===== src/rtl/rt_pkg.sv =====
package rt_pkg;

    localparam int unsigned DIGIT_W      = 4;
    localparam int unsigned NUM_DIGITS   = 3;
    localparam int unsigned DEFAULT_TERM = 32'h0000_C34F;

    typedef logic [DIGIT_W-1:0] bcd_t;

    typedef struct packed {
        bcd_t hun;
        bcd_t ten;
        bcd_t one;
    } bcd3_t;

    typedef struct packed {
        logic answered;
        logic early_err;
    } flags_t;

    typedef enum logic [2:0] {
        RATE_FAST = 3'b001,
        RATE_MED  = 3'b010,
        RATE_SLOW = 3'b100
    } rating_e;

    function automatic logic bcd_is_nine(input bcd_t d);
        return d == bcd_t'(9);
    endfunction

    function automatic bcd_t bcd_next(input bcd_t d);
        return bcd_is_nine(d) ? '0 : d + bcd_t'(1);
    endfunction

    function automatic rating_e rate_of(input bcd_t msd);
        if (msd >= bcd_t'(8))      return RATE_SLOW;
        else if (msd >= bcd_t'(4)) return RATE_MED;
        else                       return RATE_FAST;
    endfunction

endpackage


===== src/rtl/rt_prescaler.sv =====
module rt_prescaler #(
    parameter int unsigned TERM = rt_pkg::DEFAULT_TERM
) (
    input  logic clk,
    input  logic clr,
    output logic tick
);
    localparam int unsigned CNT_W = (TERM < 1) ? 1 : $clog2(TERM + 1);
    localparam logic [CNT_W-1:0] TERM_V = CNT_W'(TERM);

    logic [CNT_W-1:0] phase;

    assign tick = (phase == TERM_V);

    always_ff @(posedge clk) begin
        if (clr || tick) phase <= '0;
        else             phase <= phase + CNT_W'(1);
    end
endmodule


===== src/rtl/rt_bcd_digit.sv =====
module rt_bcd_digit
    import rt_pkg::*;
(
    input  logic clk,
    input  logic clr,
    input  logic en,
    output bcd_t q,
    output logic at_nine
);
    assign at_nine = bcd_is_nine(q);

    always_ff @(posedge clk) begin
        if (clr)     q <= '0;
        else if (en) q <= bcd_next(q);
    end
endmodule


===== src/rtl/rt_sat_counter.sv =====
module rt_sat_counter
    import rt_pkg::*;
#(
    parameter int unsigned N_DIG = NUM_DIGITS
) (
    input  logic                  clk,
    input  logic                  clr,
    input  logic                  step,
    output logic [N_DIG-1:0][DIGIT_W-1:0] digits,
    output logic                  full
);
    logic [N_DIG-1:0] nine;
    logic [N_DIG-1:0] en;

    assign full = &nine;

    generate
        for (genvar i = 0; i < N_DIG; i++) begin : g_dig
            if (i == 0) begin : g_low
                assign en[i] = step & ~full;
            end else begin : g_up
                assign en[i] = en[i-1] & nine[i-1];
            end
            rt_bcd_digit u_dig (
                .clk     (clk),
                .clr     (clr),
                .en      (en[i]),
                .q       (digits[i]),
                .at_nine (nine[i])
            );
        end
    endgenerate
endmodule


===== src/rtl/rt_flags.sv =====
module rt_flags
    import rt_pkg::*;
(
    input  logic   clk,
    input  logic   clr,
    input  logic   cue,
    input  logic   press,
    output flags_t flags
);
    always_ff @(posedge clk) begin
        if (clr) begin
            flags <= '0;
        end else begin
            if (press)        flags.answered  <= 1'b1;
            if (press && !cue) flags.early_err <= 1'b1;
        end
    end
endmodule


===== src/rtl/rt_rater.sv =====
module rt_rater
    import rt_pkg::*;
(
    input  bcd_t    msd,
    output rating_e rating
);
    assign rating = rate_of(msd);
endmodule


===== src/rtl/reaction_timer_core.sv =====
module reaction_timer_core
    import rt_pkg::*;
#(
    parameter int unsigned PRESCALE_TERM = DEFAULT_TERM
) (
    input  logic       clk,
    input  logic       rst,
    input  logic       start_in,
    input  logic       cue_on,
    input  logic       answer_in,
    output logic [3:0] digit_hun,
    output logic [3:0] digit_ten,
    output logic [3:0] digit_one,
    output logic       sat_flag,
    output logic       answered,
    output logic       early_err,
    output logic       rate_fast,
    output logic       rate_med,
    output logic       rate_slow
);
    logic    clr;
    logic    tick;
    logic    step;
    flags_t  flags;
    bcd3_t   count;
    rating_e rating;
    logic [NUM_DIGITS-1:0][DIGIT_W-1:0] digits;

    assign clr  = rst | start_in;
    assign step = tick & cue_on & ~flags.answered;

    rt_prescaler #(.TERM(PRESCALE_TERM)) u_presc (
        .clk  (clk),
        .clr  (clr),
        .tick (tick)
    );

    rt_sat_counter #(.N_DIG(NUM_DIGITS)) u_cnt (
        .clk    (clk),
        .clr    (clr),
        .step   (step),
        .digits (digits),
        .full   (sat_flag)
    );

    rt_flags u_flags (
        .clk   (clk),
        .clr   (clr),
        .cue   (cue_on),
        .press (answer_in),
        .flags (flags)
    );

    assign count = '{hun: digits[2], ten: digits[1], one: digits[0]};

    rt_rater u_rate (
        .msd    (count.hun),
        .rating (rating)
    );

    assign digit_hun = count.hun;
    assign digit_ten = count.ten;
    assign digit_one = count.one;
    assign answered  = flags.answered;
    assign early_err = flags.early_err;
    assign {rate_slow, rate_med, rate_fast} = rating;
endmodule


===== config.mk =====
export PLATFORM = sky130hd
export DESIGN_NAME = reaction_timer_core
export DESIGN_NICKNAME = d
export VERILOG_FILES = /design/src/rtl/rt_pkg.sv /design/src/rtl/rt_prescaler.sv /design/src/rtl/rt_bcd_digit.sv /design/src/rtl/rt_sat_counter.sv /design/src/rtl/rt_flags.sv /design/src/rtl/rt_rater.sv /design/src/rtl/reaction_timer_core.sv
export SDC_FILE = /design/constraint.sdc
export NUM_CORES = 1
export LEC_CHECK = 0
export ABC_AREA = 1
export BUFFER_PORTS_ARGS = -buffer_cell sky130_fd_sc_hd__buf_2
export CELL_PAD_IN_SITES_DETAIL_PLACEMENT = 2
export CELL_PAD_IN_SITES_GLOBAL_PLACEMENT = 2
export CORE_MARGIN = 1
export CORE_UTILIZATION = 31
export CTS_CLUSTER_DIAMETER = 30
export DETAILED_ROUTE_END_ITERATION = 10
export PLACE_DENSITY = 0.8
export SYNTH_ARGS = -nofsm -noshare
export SYNTH_HDL_FRONTEND = slang
export SYNTH_SLANG_ARGS = --single-unit

===== constraint.sdc =====
create_clock -name clk -period 2 [get_ports clk]
set_input_delay 0.4 -clock clk [delete_from_list [all_inputs] [get_ports clk]]
set_output_delay 0.4 -clock clk [all_outputs]
set_load 0.05 [all_outputs]

==> metrics.md, run 1 <==
| Metric | Value |
|---|---|
| Die width | 74.05 um |
| Largest net degree at the start of global routing | 17 |
| Total gr overflow | 0 |
| Post-synthesis mux area share | 0% |
| Clock Skew | 0.004546 ns |
| FF+latch count, synth | 30 |
| Final Max Slew Viols | 0 |
| 1st-iter DRT viols | 38 |
| Syn Nets | 244 |
| Max-cap violations | 0 |
| Worst hold slack | 0.3625 ns |
| Final setup viols | 0 |
| Leakage | 0.7558 nW |
| CP Data Required Time | 1.60 ns |
| Fin. Hold Viols | 0 |
| Initial Utilization | 33.19% |
| Share of synthesized flip-flops with an asynchronous set or reset | 0% |
| Post-synthesis sequential area ratio | 37.33% |
| Number of port buffers | 22 |
| Most frequent cell after synthesis | nand2_1 |
| Worst Tran Pin Value | 0.5306 ns |
| CTS clock-pin slew for the worst setup and hold paths | 0.07 ns |
| XOR/XNOR Fraction of Synth Area | 2.177% |
| Pre-CTS WS | 0.1507 ns |
| Initial antenna violation count | 0 |
| # IOs | 23 |
| Setup CP Type | reg2out |
| Post-synth top area share | 37.33% |
| Crit path DAT | 1.49 ns |
| Number of global-route vias before repair | 1,737 |
| Cell Rows | 25 |
| First-pass GRT wire length | 8.335 mm |
| Vias per Instance | 4.813 |
| Final Critical Period | 1.891 ns |
| Post-synthesis compound-gate area fraction | 6.765% |
| Area leader, netlist | dfxtp_1 |
| Post-Synth Simple-Gate Area | 43.55% |
| Max Freq | 528.8 MHz |
| Synth Flop Type | dfxtp_1 |
| CP Capture Type | output pin |
| Combinational family with the most area after synthesis | simple AND/OR/NAND/NOR gates |
| H-tree depth | 2 |
| CP Max Fanout | 7 |
| Total power | 1.122 mW |
| Layout fillers | 607 |
| Final Cycle Share | 94.56% |
| Synth Area per Inst | 6.761 sq um |
| Area contributors post-synth | dfxtp_1 (37%), nand2_1 (13%), nor2_1 (9.8%), inv_1 (7.2%), nand3_1 (5.0%) |
| Core area | 4848 sq um |
| Cells after Synth | 238 |
| Slew headroom | 64.50% |
| Worst setup SP type | flop |
| Synth top cells by count | nand2_1 (56), nor2_1 (42), inv_1 (31), dfxtp_1 (30), nand3_1 (16) |
| Synth Area in Adders | 0.7776% |
| Synth Warn # | 0 |
| Vias | 1,622 |
| Post-DP HPWL | 3.680 mm |
| Wirelength, routed | 4.938 mm |
| DRT antenna net count | 0 |
| Die height | 74.05 um |
| EDFF count, synth | 0 |
| Final routed DRC violation total | 0 |
| Synth cell types | 28 |
| Worst skew pair latency | 0.28 ns |
| P&R area growth vs syn | 18.90% |
| Gr usage total | 20.18% |
| Power Density | 586.7 nW/um^2 |
| Layout cell share with drive strength beyond 1 | 18.89% |
| Initial DRT Pass Iterations | 4 |
| N_diodes | 0 |
| Inserted Clock Buffers | 5 |
| Wire length per cell | 14.65 um |
| Hold Path Class | in2reg |
| Die area | 5483 sq um |
| Clock Tree Buf Depth | 2 |
| VDD IR max | 0.0003256 V |
| Status | finished clean |
| Setup ws final | 0.1089 ns |
| Nets | 276 |
| CTS tree | yes |
| Placer Congestion | 0.7440 |
| Mapped Area | 1609 sq um |
| Clock Sink Count | 30 |
| CTS Root Cell | clkbuf_8 |
[cell usage in the layout, fill, tap and decap left out]
cell type / instances
a21oi_2: 1
ha_1: 1
clkbuf_1: 2
clkbuf_4: 1
nor3_2: 1
nor3b_2: 1
xnor2_1: 1
dfxtp_2: 1
buf_4: 7
nor3b_1: 4
nor2_2: 3
nor2_1: 42
xor2_1: 3
a21oi_1: 14
buf_2: 21
nand2_4: 1
dfxtp_1: 29
nand4_1: 11
nand3_1: 16
nor2_4: 4
nand3_4: 1
nand4_2: 1
o21ai_1: 1
inv_2: 2
clkbuf_8: 5
inv_1: 31
nor3_4: 1
nand2_1: 56
nor3_1: 3
o21ai_0: 5
[through the flow]
step                      instances  instance area [sq um]   TNS (ns)  utilization [%]
after floorplan                 238                   1609          0                -
after global placement          327                   1805          0            37.24
after detailed placement        327                   1805          0            37.24
after CTS                       334                   1882          0            38.81
after global routing            337                   1913  -0.009212            39.46
final                           337                   1913          0            39.46
[state kept, by name (all words and copies together), names as in the netlist]
signal               count
u_presc.phase           16
u_cnt.g_dig.u_dig.q     12
u_flags.flags            2
[metal layers]
layer / up-vias / GRT usage (%) / routed length (um)
li1: 817 / - / -
met1: 777 / 24.63 / 2324
met2: 22 / 35.76 / 2417
met3: 6 / 4.065 / 137
met4: 0 / 5.769 / 57
met5: - / 0 / 0
[power breakdown]
group | internal, mW | switching [mW] | total, mW
combinational | 0.0125 | 0.0295 | 0.0420
clock | 0.240 | 0.237 | 0.477
sequential | 0.601 | 0.00279 | 0.604
total | 0.853 | 0.269 | 1.12
[what timing repair did]
item,4_1_cts,5_1_grt
buffers inserted,0,3
gates resized for setup,0,3
endpoints found under the setup margin,0,2
hold buffers,0,0
[final timing paths]
path | slack [ns] | endpoint | cells after the start | startpoint
setup / recovery | 0.11 | sat_flag | 6 | u_cnt.g_dig[0].u_dig.q[1]
hold / removal | 0.36 | u_flags.flags[1] | 3 | answer_in
setup reg to reg | 0.21 | u_cnt.g_dig[1].u_dig.q[0] | 10 | u_presc.phase[0]
hold reg to reg | 0.45 | u_presc.phase[0] | 1 | u_presc.phase[0]
[cell families after synthesis]
| logic type | after synthesis |
|---|---|
| adder cells (fa/ha/maj) | 1 |
| AO/OA/AOI/OAI | 21 |
| XOR/XNOR | 4 |
| flip-flops | 30 |
| buffers and inverters | 37 |
| AND/OR/NAND/NOR | 145 |
[worst max-delay path: stages, from the launching register on]
cell	delay [ns]
dfxtp_1	0.34
inv_1	0.11
nand2_1	0.10
nor2_4	0.24
nand3_4	0.12
inv_1	0.07
clkbuf_4	0.22
[cell type report]
class                           instances  area (sq um)  area share (%)
Sequential cell                        30         601.8           31.46
Multi-Input combinational cell        171         862.1           45.06
Tap cell                               67         83.83           4.382
Clock buffer                            7         76.32           3.990
Timing Repair Buffer                   29         165.2           8.633
Inverter                               33         123.9           6.475
Note: power is estimated with default switching activity, not from simulation.
==> run 2, diff against run 1 <==
SETUP_SLACK_MARGIN = 0.3   (was unset)
==> metrics.md, run 2 (synthesis results as in run 1) <==
| Metric | Value |
|---|---|
| Status | finished clean (unchanged) |
| Nets | 282 (was 276) |
| Cell count after placement | 328 (was 327) |
| Number of global-route vias before repair | 1,696 (was 1,737) |
| Initial Utilization | 33.19% (unchanged) |
| CTS clock-pin slew for the worst setup and hold paths | 0.06 ns (was 0.07 ns) |
| Wirelength, routed | 5.046 mm (was 4.938 mm) |
| Crit path DAT | 1.27 ns (was 1.49 ns) |
| Number of port buffers | 22 (unchanged) |
| Total power | 1.100 mW (was 1.122 mW) |
| Hold Path Class | in2reg (unchanged) |
| Clock Sink Count | 30 (unchanged) |
| Final Util | 42.58% (was 39.46%) |
| Combinational Power Share | 3.8% (was 3.7%) |
| CTS Root Cell | clkbuf_8 (unchanged) |
| Setup_tns | 0 ns (unchanged) |
| Gr usage total | 19.42% (was 20.18%) |
| N_diodes | 0 (unchanged) |
| Switching pwr | 250.2 uW (was 269.4 uW) |
| Cts-stage hold buffer count | 0 (unchanged) |
| Initial DRT Pass Iterations | 4 (unchanged) |
| Setup CP Type | reg2out (unchanged) |
| Post-DP HPWL | 3.469 mm (was 3.680 mm) |
| Worst setup SP type | flop (unchanged) |
| Buf/Inv on CP | 3 (unchanged) |
| Die height | 74.05 um (unchanged) |
| Final routed DRC violation total | 0 (unchanged) |
| Crit path from | u_cnt.g_dig[1].u_dig.q[2] (was u_cnt.g_dig[0].u_dig.q[1]) |
| Largest stage delay on the critical path | 0.34 ns (about the same) |
| CP Max Fanout | 3 (was 7) |
| CP Data Required Time | 1.60 ns (about the same) |
| Worst hold slack | 0.3589 ns (was 0.3625 ns) |
| Worst hold path depth | 3 (unchanged) |
| Final Max Slew Viols | 0 (unchanged) |
| Core area | 4848 sq um (unchanged) |
| Fin. Hold Viols | 0 (unchanged) |
| RSZ-0062 raised after global routing | false |
| P&R area growth vs syn | 28.30% (was 18.90%) |
| Max-cap violations | 0 (unchanged) |
| Stages on the worst setup path | 6 (unchanged) |
| Max Freq | 600.0 MHz (was 528.8 MHz) |
| VDD IR max | 0.0002568 V (was 0.0003256 V) |
| Die area | 5483 sq um (unchanged) |
| Vias | 1,673 (was 1,622) |
| Slowest cell on crit path | dfxtp_2 (was dfxtp_1) |
| Switching share of total power | 22.73% (was 24.00%) |
| CP cell instances | inv_2, nand2_4, nor2_4, nand3_4, inv_1, buf_6 (was inv_1, nand2_1, nor2_4, nand3_4, inv_1, clkbuf_4) |
| Final Critical Period | 1.667 ns (was 1.891 ns) |
| Hold Crit Start | answer_in (unchanged) |
| Most frequent cells in the layout | nand2_1 (50), nor2_1 (38), inv_1 (26) (was nand2_1 (56), nor2_1 (42), inv_1 (31)) |
| Layout cell share with drive strength beyond 1 | 31.52% (was 18.89%) |
| 1st-iter DRT viols | 35 (was 38) |
| Top flop regs | u_presc.phase x16, u_cnt.g_dig.u_dig.q x12, u_flags.flags x2 (unchanged) |
| Clock power share | 41.5% (was 42.5%) |
| Final setup viols | 0 (unchanged) |
| FF-to-FF Start | u_presc.phase[0] (unchanged) |
| Internal power | 850.2 uW (was 853.0 uW) |
| First-pass GRT wire length | 8.017 mm (was 8.335 mm) |
| Placer Congestion | 0.7673 (was 0.7440) |
| Worst Tran Pin Value | 0.4851 ns (was 0.5306 ns) |
| CP Capture Type | output pin (unchanged) |
| # IOs | 23 (unchanged) |
| Largest net degree at the start of global routing | 17 (unchanged) |
| Delay-heaviest family, CP | flip-flops (was simple AND/OR/NAND/NOR gates) |
| Initial antenna violation count | 0 (unchanged) |
| Die width | 74.05 um (unchanged) |
| Top reg by flops | u_presc.phase (unchanged) |
| Final Cycle Share | 83.34% (was 94.56%) |
| Clock Tree Buf Depth | 2 (unchanged) |
| Commonest non-fill, non-tap cell in the layout | nand2_1 (unchanged) |
| Finished Layout Cells | 343 (was 337) |
| DRT antenna net count | 0 (unchanged) |
| Slew headroom | 67.54% (was 64.50%) |
| Inserted Clock Buffers | 5 (unchanged) |
| H-tree depth | 2 (unchanged) |
| Leakage | 0.8225 nW (was 0.7558 nW) |
| Power Density | 533.0 nW/um^2 (was 586.7 nW/um^2) |
| Worst Reg-to-Reg Cells | 10 (unchanged) |
| Number of flip-flops under the largest register name | 16 (unchanged) |
| Worst skew pair latency | 0.28 ns (about the same) |
| Vias per Instance | 4.878 (was 4.813) |
| CTS tree | yes (unchanged) |
| Wire length per cell | 14.71 um (was 14.65 um) |
| Reg power frac | 54.7% (was 53.8%) |
| Clock Skew | 0.004284 ns (was 0.004546 ns) |
| Cell Rows | 25 (unchanged) |
| Total gr overflow | 0 (unchanged) |
run 2: through the flow:
step	cell area [sq um]	setup WS, ns
after floorplan	1620	0.1388
after global placement	1824	0.3706
after detailed placement	1824	0.2696
after CTS	1967	0.2791
after global routing	2064	0.2782
final	2064	0.3332
run 2: layout make-up:
class	instances	area [sq um]
Fill cell	592	2784
Multi-Input combinational cell	171	934.6
Sequential cell	30	625.6
Timing Repair Buffer	35	217.7
Inverter	33	126.4
Tap cell	67	83.83
Clock buffer	7	76.32
run 2: per-layer routing:
metal  part of all wire [%]  global-route usage [%]  vias up
met5                      0                       0        -
met4                    1.0                   4.487        0
met3                    3.9                   4.878        5
met2                     48                   33.13       30
met1                     47                   24.59      808
li1                       -                       -      830
run 2: worst register-to-register path, stage by stage (launching register included):
cell and delay [ns]:
dfxtp_4 0.36, ha_4 0.14, nand3_2 0.12, nor2_4 0.16, nand4_4 0.11, nor2_4 0.19, buf_4 0.16, nand2_1 0.05
nand2_1 0.06, nand2_1 0.06, nor2_1 0.10
run 2: final timing paths:
kind	endpoint	slack [ns]
min	u_flags.flags[1]	0.36
max	sat_flag	0.33
min reg2reg	u_presc.phase[0]	0.44
max reg2reg	u_cnt.g_dig[0].u_dig.q[3]	0.39
run 2: repair_timing:
action / CTS / global route
gates resized for setup: 8 / 29
setup endpoints to repair: 8 / 16
pin swaps: 5 / 5
buffers inserted: 6 / 2
run 2: power by group through the flow:
stage	logic [mW]	registers (mW)	clock network (mW)
5_1_grt	0.0476	0.602	0.497
2_1_floorplan	0.0196	0.622	0
3_3_place_gp	0.0408	0.617	0
4_1_cts	0.0419	0.604	0.476
3_5_place_dp	0.0415	0.617	0
6_report	0.0422	0.602	0.456
==> run 3, diff against run 2 <==
CORE_UTILIZATION = 28   (was 31)
PLACE_DENSITY = 0.77   (was 0.8)
clock period = 1.4 ns   (was 2 ns; I/O delays follow)
==> metrics.md, run 3 <==
| Metric | Value |
|---|---|
| Number of port buffers | 22 (unchanged) |
| Clock Sink Count | 30 (unchanged) |
| Syn Nets | 244 (unchanged) |
| Cell count after placement | 359 (was 328) |
| Area leader, netlist | dfxtp_1 (unchanged) |
| Largest net degree at the start of global routing | 10 |
| Die width | 77.81 um (was 74.05 um) |
| Synth Area in Adders | 0.7776% (unchanged) |
| Share of synthesized flip-flops with an asynchronous set or reset | 0% (unchanged) |
| Stop err | [ERROR DPL-0033] detailed placement checks failed during check placement. |
| Synth cell types | 28 (unchanged) |
| Synth Flop Type | dfxtp_1 (unchanged) |
| Initial Utilization | 29.22% (was 33.19%) |
| EDFF count, synth | 0 (unchanged) |
| Post-synth top area share | 37.33% (unchanged) |
| Cell Rows | 27 (was 25) |
| Inserted Clock Buffers | 5 (unchanged) |
| Combinational family with the most area after synthesis | simple AND/OR/NAND/NOR gates (unchanged) |
| # IOs | 23 (unchanged) |
| Post-synthesis sequential area ratio | 37.33% (unchanged) |
| Mapped Area | 1609 sq um (unchanged) |
| XOR/XNOR Fraction of Synth Area | 2.177% (unchanged) |
| H-tree depth | 2 (unchanged) |
| Placer Congestion | 0.7912 (was 0.7673) |
| CTS Root Cell | clkbuf_8 (unchanged) |
| Status | aborted with a tool error (was finished clean) |
| Cells after Synth | 238 (unchanged) |
| Post-synthesis compound-gate area fraction | 6.765% (unchanged) |
| Stop stage | 5_1_grt |
| Area contributors post-synth | dfxtp_1 (37%), nand2_1 (13%), nor2_1 (9.8%), inv_1 (7.2%), nand3_1 (5.0%) (unchanged) |
| Post-synthesis mux area share | 0% (unchanged) |
| Area after DPL | 2123 sq um (was 1824 sq um) |
| WEP type | register input |
| Synth Area per Inst | 6.761 sq um (unchanged) |
| Critical endpoint after global-route timing repair | u_cnt.g_dig[2].u_dig.q[3]$_SDFFE_PP0P_/D |
| FF+latch count, synth | 30 (unchanged) |
| Post-Synth Simple-Gate Area | 43.55% (unchanged) |
| Clock Tree Buf Depth | 2 (unchanged) |
| Post-DP HPWL | 4.107 mm (was 3.469 mm) |
| Synth Warn # | 0 (unchanged) |
| Synth top cells by count | nand2_1 (56), nor2_1 (42), inv_1 (31), dfxtp_1 (30), nand3_1 (16) (unchanged) |
| Die height | 77.81 um (was 74.05 um) |
| Most frequent cell after synthesis | nand2_1 (unchanged) |
| Initial antenna violation count | 0 |
## run 3: cell counts after synthesis
Identical to the previous run, type by type.
## run 3: cell families after synthesis
group	after synthesis
AOI/OAI and AO/OA	21
xor gates and xnor gates	4
adders and majority gates	1
buffers and inverters	37
DFF	30
and+or+nand+nor	145
## run 3: timing repair
action                                  CTS
hold buffers                              0
buffers inserted                         26
resized for setup                       125
cloned                                    1
endpoints found under the setup margin   46
pin swaps                                20
## run 3: metrics by stage
stage	setup slack, ns	utilization [%]	hold slack (ns)
after global placement	-0.08211	38.56	0.4547
after floorplan	0.006195	-	0.4094
after detailed placement	-0.1773	38.56	0.4795
after CTS	-0.1453	51.92	0.2438
==> run 4, diff against run 3 <==
CELL_PAD_IN_SITES_DETAIL_PLACEMENT = unset   (was 2)
CELL_PAD_IN_SITES_GLOBAL_PLACEMENT = unset   (was 2)
CORE_UTILIZATION = 26   (was 28)
CTS_CLUSTER_DIAMETER = unset   (was 30)
PLACE_DENSITY = unset   (was 0.77)
PLACE_DENSITY_LB_ADDON = 0.15   (was unset)
SETUP_SLACK_MARGIN = unset   (was 0.3)
clock period = 1.8 ns   (was 1.4 ns; I/O delays follow)
==> metrics.md, run 4 (synthesis results as in run 1) <==
| Metric | Value |
|---|---|
| Status | finished clean (was aborted with a tool error) |
| H-tree depth | 2 (unchanged) |
| Number of port buffers | 22 (unchanged) |
| Area after DPL | 1837 sq um (was 2123 sq um) |
| CTS clock-pin slew for the worst setup and hold paths | 0.06 ns |
| Die area | 6507 sq um |
| Final setup viols | 0 |
| Pre-CTS WS | 0.1234 ns (was -0.1773 ns) |
| Top flop regs | u_presc.phase x16, u_cnt.g_dig.u_dig.q x12, u_flags.flags x2 |
| Cell Rows | 28 (was 27) |
| Delay-heaviest family, CP | buffers and inverters |
| DRT antenna net count | 0 |
| Clock Skew | 0.004943 ns |
| Cell count after placement | 337 (was 359) |
| Number of global-route vias before repair | 1,466 |
| RSZ-0062 raised after global routing | true |
| Setup_tns | 0 ns |
| CP Data Required Time | 1.44 ns |
| Setup ws final | 0.09815 ns |
| Total power | 1.223 mW |
| Largest net degree at the start of global routing | 17 |
| Total setup buffers inserted after CTS | 0 (was 26) |
| Worst Reg-to-Reg Cells | 10 |
| 1st-iter DRT viols | 61 |
| Final Critical Period | 1.702 ns |
| VDD IR max | 0.0003006 V |
| Vias per Instance | 4.407 |
| Nets | 275 |
| P&R area growth vs syn | 21.23% |
| Core area | 5956 sq um |
| Top reg by flops | u_presc.phase |
| Number of flip-flops under the largest register name | 16 |
| CP cell instances | inv_1, nand2_2, nor2_4, nand3_4, inv_1, buf_6 |
| Worst setup SP type | flop |
| Worst hold slack | 0.3167 ns |
| CP Capture Type | output pin |
| Power Density | 626.9 nW/um^2 |
| Wire length per cell | 10.41 um |
| Largest stage delay on the critical path | 0.33 ns |
| Post-DP HPWL | 2.815 mm (was 4.107 mm) |
| Inserted Clock Buffers | 5 (unchanged) |
| Worst Tran Pin Value | 0.3052 ns |
| Clock Tree Buf Depth | 2 (unchanged) |
| Layout fillers | 682 |
| Worst skew pair latency | 0.28 ns |
| Gr usage total | 13.07% |
| Setup CP Type | reg2out |
| Fin. Hold Viols | 0 |
| Buf/Inv on CP | 3 |
| Final Util | 32.75% |
| Most frequent cells in the layout | nand2_1 (54), nor2_1 (41), inv_1 (30) |
| Max Freq | 587.6 MHz |
| CP Max Fanout | 3 |
| Stages on the worst setup path | 6 |
| # IOs | 23 (unchanged) |
| Cts-stage hold buffer count | 0 (unchanged) |
| Clock Sink Count | 30 (unchanged) |
| N_diodes | 0 |
| Design Area, Final | 1951 sq um |
| First-pass GRT wire length | 6.320 mm |
| CP most frequent cell | inv_1 |
| Vias | 1,516 |
| Max-cap violations | 0 |
| Initial antenna violation count | 0 |
| Die height | 80.67 um (was 77.81 um) |
| Layout cell share with drive strength beyond 1 | 21.56% |
| Final Cycle Share | 94.55% |
| Initial DRT Pass Iterations | 4 |
| Total gr overflow | 0 |
| Leakage | 0.7779 nW |
| Commonest non-fill, non-tap cell in the layout | nand2_1 |
| Die width | 80.67 um (was 77.81 um) |
| Final routed DRC violation total | 0 |
| Wirelength, routed | 3.582 mm |
| CTS Root Cell | clkbuf_8 (unchanged) |
| CTS tree | yes |
| Finished Layout Cells | 344 |
| Placer Congestion | 0.7254 (was 0.7912) |
| Crit path DAT | 1.34 ns |
| Slew headroom | 79.50% |
| Slowest cell on crit path | dfxtp_1 |
| Final Max Slew Viols | 0 |
| Hold Path Class | in2reg |
| Worst hold path depth | 3 |
| Initial Utilization | 27.02% (was 29.22%) |
-- run 4: what timing repair did --
| item | 4_1_cts | 5_1_grt |
|---|---|---|
| pin swaps | 0 | 2 |
| setup endpoints to repair | 1 | 6 |
| gates resized for setup | 3 | 7 |
-- run 4: worst paths after layout --
check	start	endpoint	slack, ns
worst min register to register	u_presc.phase[0]	u_presc.phase[0]	0.45
worst min-delay path	answer_in	u_flags.flags[1]	0.32
worst max-delay path	u_cnt.g_dig[1].u_dig.q[2]	sat_flag	0.1
worst max register to register	u_presc.phase[0]	u_cnt.g_dig[1].u_dig.q[2]	0.19
-- run 4: worst reg2reg max path: stages (launching register included) --
cell and delay (ns):
dfxtp_1 0.35, ha_1 0.21, nand3_2 0.12, nor2_2 0.16
nand4_4 0.12, nor2_4 0.19, buf_4 0.18, nand3_1 0.07
nand2_1 0.06, inv_1 0.03, nor2_1 0.08
-- run 4: final cells by class --
cell class,instances,area (sq um),area share (%)
inverter,33,123.9,6.350
timing repair buffer,28,161.4,8.275
sequential,30,605.6,31.05
tap,75,93.84,4.811
multi-input combinational,171,889.6,45.61
clock buffer,7,76.32,3.913
-- run 4: metal layers --
metal,track usage (%),routed length [um],share of wire (%),vias to the layer above
met5,0,0,0,-
met4,6.429,74,2.1,0
met3,3.182,158,4.4,8
met2,19.58,1444,40,25
met1,17.28,1904,53,661
li1,-,-,-,822
-- run 4: where the power goes --
group	leakage (nW)	internal (mW)	total (mW)	switching [mW]
logic	0.495	0.0140	0.0454	0.0314
clock network	0.0383	0.266	0.507	0.241
registers	0.244	0.668	0.671	0.00271
total	0.778	0.948	1.22	0.275
